`src/rtl/inband_pkg.sv`:
```
package inband_pkg;
    localparam int            BYTE_W     = 8;
    localparam logic [7:0]    ESC_CHAR   = 8'h19;
    localparam logic [7:0]    ALT_CHAR   = 8'h99;
    localparam logic [7:0]    LEN_OFFSET = 8'h1F;

    typedef enum logic [2:0] {
        ST_DATA,
        ST_ESC,
        ST_DUP,
        ST_LEN,
        ST_SKIP
    } parse_st_t;

    typedef enum logic [2:0] {
        CL_LIT1,
        CL_LIT2,
        CL_CIRC,
        CL_FLOW,
        CL_EXT,
        CL_VEND,
        CL_POLL,
        CL_BAD
    } cmd_cls_t;
endpackage

```
`src/rtl/inband_code_class.sv`:
```
module inband_code_class
    import inband_pkg::*;
(
    input  logic [BYTE_W-1:0] code,
    output cmd_cls_t          cls,
    output logic [BYTE_W-1:0] lit,
    output logic [1:0]        circ_idx,
    output logic              bit_val
);
    always_comb begin
        cls      = CL_BAD;
        lit      = ESC_CHAR;
        circ_idx = 2'd0;
        bit_val  = code[0];
        if (code == 8'h5C || code == 8'h5D) begin
            cls = code[0] ? CL_LIT2 : CL_LIT1;
            lit = ESC_CHAR;
        end else if (code == 8'h58 || code == 8'h59) begin
            cls = code[0] ? CL_LIT2 : CL_LIT1;
            lit = ALT_CHAR;
        end else if (code >= 8'h42 && code <= 8'h47) begin
            cls      = CL_CIRC;
            circ_idx = 2'((code - 8'h42) >> 1);
        end else if (code == 8'h5A || code == 8'h5B) begin
            cls = CL_FLOW;
        end else if (code == 8'h20 || code == 8'h40 || code == 8'h41) begin
            cls = CL_EXT;
        end else if (code[7:4] == 4'h2 && code[3:0] != 4'h0) begin
            cls = CL_VEND;
        end else if (code == 8'h5E) begin
            cls = CL_POLL;
        end
    end
endmodule

```
`src/rtl/inband_skip_cnt.sv`:
```
module inband_skip_cnt
    import inband_pkg::*;
#(
    parameter int CNT_W = 8
) (
    input  logic              clk,
    input  logic              rst_n,
    input  logic              load,
    input  logic              step,
    input  logic [BYTE_W-1:0] len_byte,
    output logic              none,
    output logic              last
);
    localparam logic [CNT_W-1:0] ONE = CNT_W'(1);

    logic [CNT_W-1:0] rem_q;

    assign none = (len_byte <= LEN_OFFSET);
    assign last = (rem_q == ONE);

    always_ff @(posedge clk or negedge rst_n) begin
        if (!rst_n) begin
            rem_q <= '0;
        end else if (load) begin
            rem_q <= CNT_W'(len_byte - LEN_OFFSET);
        end else if (step && rem_q != '0) begin
            rem_q <= rem_q - ONE;
        end
    end
endmodule

```
`src/rtl/inband_cmd_parser.sv`:
```
module inband_cmd_parser
    import inband_pkg::*;
#(
    parameter int SKIP_CNT_W = 8
) (
    input  logic              clk,
    input  logic              rst_n,
    input  logic              in_valid,
    input  logic [BYTE_W-1:0] in_data,
    output logic              in_ready,
    output logic              out_valid,
    output logic [BYTE_W-1:0] out_data,
    input  logic              out_ready,
    output logic              lvl_req_send,
    output logic              lvl_term_ready,
    output logic              lvl_rx_ready,
    output logic              send_permit,
    output logic              poll_pulse,
    output logic              vend_pulse,
    output logic [3:0]        vend_code,
    output logic              code_error
);
    localparam int N_CIRC = 3;

    parse_st_t         st_q, st_d;
    cmd_cls_t          cls;
    logic [BYTE_W-1:0] lit;
    logic [1:0]        circ_idx;
    logic              bit_val;
    logic              acc, slot_free, is_esc, lit_code;
    logic              skip_none, skip_last;

    logic              ov_q;
    logic [BYTE_W-1:0] od_q, dup_q;
    logic [N_CIRC-1:0] ckt_q;
    logic              permit_q, poll_q, vend_q, err_q;
    logic [3:0]        vcode_q;

    inband_code_class u_class (
        .code     (in_data),
        .cls      (cls),
        .lit      (lit),
        .circ_idx (circ_idx),
        .bit_val  (bit_val)
    );

    inband_skip_cnt #(.CNT_W(SKIP_CNT_W)) u_skip (
        .clk      (clk),
        .rst_n    (rst_n),
        .load     (acc && st_q == ST_LEN),
        .step     (acc && st_q == ST_SKIP),
        .len_byte (in_data),
        .none     (skip_none),
        .last     (skip_last)
    );

    assign slot_free = !ov_q || out_ready;
    assign is_esc    = (in_data == ESC_CHAR);
    assign lit_code  = (cls == CL_LIT1) || (cls == CL_LIT2);
    assign acc       = in_valid && in_ready;

    always_comb begin
        unique case (st_q)
            ST_DATA: in_ready = slot_free || is_esc;
            ST_ESC:  in_ready = slot_free || !lit_code;
            ST_DUP:  in_ready = 1'b0;
            ST_LEN,
            ST_SKIP: in_ready = 1'b1;
            default: in_ready = 1'b0;
        endcase
    end

    always_comb begin
        st_d = st_q;
        unique case (st_q)
            ST_DATA: if (acc && is_esc) st_d = ST_ESC;
            ST_ESC: begin
                if (acc) begin
                    if (cls == CL_LIT2)     st_d = ST_DUP;
                    else if (cls == CL_EXT) st_d = ST_LEN;
                    else                    st_d = ST_DATA;
                end
            end
            ST_DUP:  if (slot_free) st_d = ST_DATA;
            ST_LEN:  if (acc) st_d = skip_none ? ST_DATA : ST_SKIP;
            ST_SKIP: if (acc && skip_last) st_d = ST_DATA;
            default: st_d = ST_DATA;
        endcase
    end

    always_ff @(posedge clk or negedge rst_n) begin
        if (!rst_n) st_q <= ST_DATA;
        else        st_q <= st_d;
    end

    always_ff @(posedge clk or negedge rst_n) begin
        if (!rst_n) begin
            ov_q     <= 1'b0;
            od_q     <= '0;
            dup_q    <= '0;
            permit_q <= 1'b1;
            poll_q   <= 1'b0;
            vend_q   <= 1'b0;
            vcode_q  <= 4'h0;
            err_q    <= 1'b0;
        end else begin
            poll_q <= 1'b0;
            vend_q <= 1'b0;
            if (out_ready) ov_q <= 1'b0;
            unique case (st_q)
                ST_DATA: begin
                    if (acc && !is_esc) begin
                        ov_q <= 1'b1;
                        od_q <= in_data;
                    end
                end
                ST_ESC: begin
                    if (acc) begin
                        unique case (cls)
                            CL_LIT1: begin
                                ov_q <= 1'b1;
                                od_q <= lit;
                            end
                            CL_LIT2: begin
                                ov_q  <= 1'b1;
                                od_q  <= lit;
                                dup_q <= lit;
                            end
                            CL_FLOW: permit_q <= bit_val;
                            CL_VEND: begin
                                vend_q  <= 1'b1;
                                vcode_q <= in_data[3:0];
                            end
                            CL_POLL: poll_q <= 1'b1;
                            CL_BAD:  err_q  <= 1'b1;
                            default: ;
                        endcase
                    end
                end
                ST_DUP: begin
                    if (slot_free) begin
                        ov_q <= 1'b1;
                        od_q <= dup_q;
                    end
                end
                default: ;
            endcase
        end
    end

    for (genvar gi = 0; gi < N_CIRC; gi++) begin : g_ckt
        always_ff @(posedge clk or negedge rst_n) begin
            if (!rst_n) begin
                ckt_q[gi] <= 1'b0;
            end else if (acc && st_q == ST_ESC && cls == CL_CIRC && circ_idx == 2'(gi)) begin
                ckt_q[gi] <= bit_val;
            end
        end
    end

    assign out_valid      = ov_q;
    assign out_data       = od_q;
    assign lvl_req_send   = ckt_q[0];
    assign lvl_term_ready = ckt_q[1];
    assign lvl_rx_ready   = ckt_q[2];
    assign send_permit    = permit_q;
    assign poll_pulse     = poll_q;
    assign vend_pulse     = vend_q;
    assign vend_code      = vcode_q;
    assign code_error     = err_q;

    // a held output byte does not move until it is taken
    assert_out_hold_R11: assert property (@(posedge clk) disable iff (!rst_n)
        out_valid && !out_ready |=> out_valid && $stable(out_data));

    // input stalls right after a two-byte literal code
    assert_dup_stall_R12: assert property (@(posedge clk) disable iff (!rst_n)
        acc && st_q == ST_ESC && cls == CL_LIT2 |=> !in_ready);

    // bytes swallowed by an extended command never start a data byte
    assert_skip_quiet_R6: assert property (@(posedge clk) disable iff (!rst_n)
        acc && (st_q == ST_LEN || st_q == ST_SKIP) |=> !$rose(out_valid));

    // a vendor pulse follows an accepted byte from the 0x2_ column
    assert_vend_src_R7: assert property (@(posedge clk) disable iff (!rst_n)
        vend_pulse |-> $past(acc && in_data[7:4] == 4'h2));

    // a poll pulse follows an accepted 0x5E
    assert_poll_src_R8: assert property (@(posedge clk) disable iff (!rst_n)
        poll_pulse |-> $past(acc && in_data == 8'h5E));

    // the error flag never drops without reset
    assert_err_sticky_R9: assert property (@(posedge clk) disable iff (!rst_n)
        code_error |=> code_error);

    // circuit levels move only on an accepted byte
    assert_lvl_src_R4: assert property (@(posedge clk) disable iff (!rst_n)
        !$stable({lvl_req_send, lvl_term_ready, lvl_rx_ready}) |-> $past(acc));

    // permission moves only on an accepted command code
    assert_permit_src_R5: assert property (@(posedge clk) disable iff (!rst_n)
        !$stable(send_permit) |-> $past(acc && st_q == ST_ESC));
endmodule

```
`config.mk`:
```
export PLATFORM = sky130hd
export DESIGN_NAME = inband_cmd_parser
export DESIGN_NICKNAME = d
export VERILOG_FILES = /design/src/rtl/inband_pkg.sv /design/src/rtl/inband_code_class.sv /design/src/rtl/inband_skip_cnt.sv /design/src/rtl/inband_cmd_parser.sv
export SDC_FILE = /design/constraint.sdc
export NUM_CORES = 1
export LEC_CHECK = 0
export ABC_CLOCK_PERIOD_IN_PS = 4019
export BUFFER_PORTS_ARGS = -buffer_cell sky130_fd_sc_hd__buf_2
export CELL_PAD_IN_SITES_DETAIL_PLACEMENT = 1
export CELL_PAD_IN_SITES_GLOBAL_PLACEMENT = 1
export CORE_MARGIN = 2
export CORE_UTILIZATION = 48
export CTS_BUF_LIST = sky130_fd_sc_hd__clkbuf_2 sky130_fd_sc_hd__clkbuf_4 sky130_fd_sc_hd__clkbuf_8
export CTS_CLUSTER_DIAMETER = 40
export CTS_CLUSTER_SIZE = 40
export DETAILED_ROUTE_END_ITERATION = 10
export GPL_TIMING_DRIVEN = 0
export PLACE_DENSITY = 0.93
export SYNTH_ARGS = -nofsm -noshare
export SYNTH_HDL_FRONTEND = slang
export SYNTH_SLANG_ARGS = --single-unit
```
`constraint.sdc`:
```
create_clock -name clk -period 4.02 [get_ports clk]
set_input_delay 0.201 -clock clk [delete_from_list [all_inputs] [get_ports clk]]
set_output_delay 0.201 -clock clk [all_outputs]
set_load 0.03 [all_outputs]
```
==> flow_metrics.env <==
export IMPL_status="finished clean"
export IMPL_worstSkewPairLatency_ns=0.29
export IMPL_synth_area_um2=2110
export IMPL_ys_ff_latch=33
export IMPL_path_cells="buf_2, clkbuf_1, inv_1, ha_1, or2_2, and3_2, clkbuf_1, or3_1, a211oi_2, mux2_1"
export IMPL_finalClockSkew_ns=0.00477
export IMPL_hold_violations=0
export IMPL_power_internal_w=0.000741
export IMPL_syn_instance_count=233
export IMPL_drive_gt1_frac=0.219
export IMPL_cts_root_buf="clkbuf_8"
export IMPL_critical_path_max_fanout=10
export IMPL_place_congestion=0.836
export IMPL_yosys_warnings=0
export IMPL_end_kind="flop"
export IMPL_yosys_area_top_type="dfrtp_1"
export IMPL_wire_per_inst_um=16.8
export IMPL_start_util=0.491
export IMPL_fin_nets=288
export IMPL_grt_ovfl_total=0
export IMPL_slowest_stage="or3_1"
export IMPL_die_area_um2=4940
export IMPL_antenna_left=0
export IMPL_routed_wl_mm=5.40
export IMPL_num_vias=1849
export IMPL_fmax_mhz=376
export IMPL_routed_via_density=5.76
export IMPL_synth_edf_count=0
export IMPL_syn_nets=253
export IMPL_hpwl_mm=3.90
export IMPL_clk_path_buf_depth=2
export IMPL_synth_common_cells="32 x dfrtp_1, 25 x nor2_1, 21 x nand2_1"
export IMPL_cts_setup_buffers=0
export IMPL_yosysMostFrequentCell="dfrtp_1"
export IMPL_comb_power_share=0.411
export IMPL_p_leak_nw=1.09
export IMPL_layoutNonFillerInstCount=321
export IMPL_swShare=0.412
export IMPL_power_density_nw_per_um2=522
export IMPL_holdCritStartpoint="in_data[6]"
export IMPL_synth_area_leaders="dfrtp_1 38%, ha_1 4.7%, nor2_1 4.4%"
export IMPL_htreeDepth=2
export IMPL_rsz0062_at_grt="false"
export IMPL_tightest_slew_ns=0.733
export IMPL_cts_buffers=5
export IMPL_maxSlewHeadroom=0.511
export IMPL_seq_power_share=0.374
export IMPL_synthArstFlopShare=1.00
export IMPL_clkSinkCount=33
export IMPL_avgSynthCellArea_um2=9.05
export IMPL_path_clk_slew_ns=0.07
export IMPL_n_antenna_cell=0
export IMPL_worstHoldPathType="in -> reg"
export IMPL_grt_first_pass_wirelength_mm=9.40
export IMPL_critPathArrivalTime_ns=2.83
export IMPL_ios=33
export IMPL_drc=0
export IMPL_die_h_um=70.3
export IMPL_synth_cell_types=56
export IMPL_critPathKind="in -> reg"
export IMPL_cp_top_family="simple AND/OR/NAND/NOR gates"
export IMPL_first_iter_violations=107
export IMPL_fin_setup_tns_ns=0
export IMPL_crit_required_ns=4.19
export IMPL_crit_buf_inv=4
export IMPL_synth_ff_type="dfrtp_1"
export IMPL_drt_pass1_iter_count=4
export IMPL_maxCapViolations=0
export IMPL_grt_usage=0.239
export IMPL_synthToLayoutAreaGrowth_pct=14.6
export IMPL_io_buffers=27
export IMPL_cp_startpoint="in_data[0]"
export IMPL_power_switching_w=0.000520
export IMPL_cpMostUsedCell="clkbuf_1"
export IMPL_pwr_share_clk=0.216
export IMPL_start_kind="primary input"
export IMPL_core_area_um2=4290
export IMPL_antenna_found_initial=0
export IMPL_grt_pass1_vias=1935
export IMPL_finalSetupViolations=0
export IMPL_grt_start_max_net_pins=34
export IMPL_placed_cells=312
export IMPL_vdd_drop_max_mv=0.282
export IMPL_reg2reg_from="st_q[2]"
export IMPL_synth_seq_area_share=0.392
export IMPL_cts_tree="done"
export IMPL_fin_crit_ns=2.66
export IMPL_critPathMaxStageDelay_ns=0.44
export IMPL_post_route_period_util=0.662
export IMPL_row_count=24
export IMPL_maxSlewViolCount=0
export IMPL_die_width_um=70.3
export IMPL_synth_top_cell_area_share=0.380
[worst paths after layout]
check	end	slack, ns	depth (start not counted)
max in group asynchronous	dup_q[7]	3.05	2
hold reg to reg	code_error	0.46	1
hold / removal	out_data[6]	0.24	3
min in group asynchronous	st_q[1]	0.50	2
setup reg to reg	lvl_rx_ready	1.74	8
setup / recovery	lvl_req_send	1.36	10
[repair_timing]
item                                    in CTS  in global routing
hold buffers                                 1                  0
endpoints found under the hold margin       32                  0
endpoints found under the setup margin       0                  0
resized for setup                            0                  0
[cell type report]
class                   instances  area [um^2]
well taps                      52         65.1
plain buffers                  16         91.3
inverters                      10         37.5
repair buffers                 28          145
clock buffers                   8         97.6
multi-input cells             174         1150
fillers                       528         1880
flip-flops and latches         33          827
[through the flow]
| stage | setup WS [ns] | hold slack, ns | area, um^2 | total power, W | utilization |
|---|---|---|---|---|---|
| after floorplan | 1.59 | -0.0946 | 2110 | 0.000838 | - |
| after global placement | 1.03 | 0.296 | 2310 | 0.000960 | 0.538 |
| after detailed placement | 1.08 | 0.306 | 2310 | 0.000987 | 0.538 |
| after CTS | 1.35 | 0.241 | 2420 | 0.00127 | 0.563 |
| after global routing | 1.16 | 0.261 | 2420 | 0.00133 | 0.563 |
| final | 1.36 | 0.243 | 2420 | 0.00126 | 0.563 |
[power groups by stage]
stage          logic [W]  clock network, W  registers, W
2_1_floorplan   0.000248                 0      0.000590
5_1_grt         0.000565          0.000287      0.000482
3_3_place_gp    0.000490                 0      0.000470
4_1_cts         0.000520          0.000278      0.000471
3_5_place_dp    0.000510                 0      0.000476
6_report        0.000518          0.000272      0.000471
[metal layers]
| metal | track usage | part of all wire | vias to the layer above |
|---|---|---|---|
| met5 | 0 | 0 | - |
| met4 | 0.0769 | 0.019 | 0 |
| met3 | 0.0491 | 0.037 | 12 |
| met2 | 0.390 | 0.49 | 44 |
| met1 | 0.318 | 0.46 | 908 |
| li1 | - | - | 885 |
[logic make-up after synthesis]
| family | share of synthesized area |
|---|---|
| AND/OR/NAND/NOR | 0.228 |
| flip-flops | 0.392 |
| adder cells (fa/ha/maj) | 0.0475 |
| AO/OA/AOI/OAI | 0.160 |
| multiplexers | 0.0623 |
| buffers and inverters | 0.0611 |
| XOR/XNOR | 0.0498 |
[worst min-delay path, delay by kind of cell]
kind / cells / cell delay [ns]
buffers and inverters: 1 / 0.11
and+or+nand+nor: 1 / 0.09
AOI/OAI and AO/OA: 1 / 0.09
[layout by cell type, fill, tap and decap left out, drive strengths merged, types with 3 or more instances in the layout]
cell,count
a211oi,3
a21oi,18
and2,4
and3,3
buf,35
clkbuf,16
dfrtp,32
ha,8
inv,10
mux2,9
mux2i,3
nand2,21
nand3,10
nor2,26
nor3,6
nor4,4
nor4b,3
o21ai,9
o21bai,3
xnor2,8
xor2,4
[registers in the layout (all words and copies together) (netlist names)]
name,count
poll_pulse,1
u_skip.rem_q,8
code_error,1
send_permit,1
vend_pulse,1
lvl_term_ready,1
lvl_req_send,1
dup_q,2
out_data,8
lvl_rx_ready,1
st_q,3
vend_code,4
out_valid,1
Note: power is estimated with default switching activity, not from simulation.
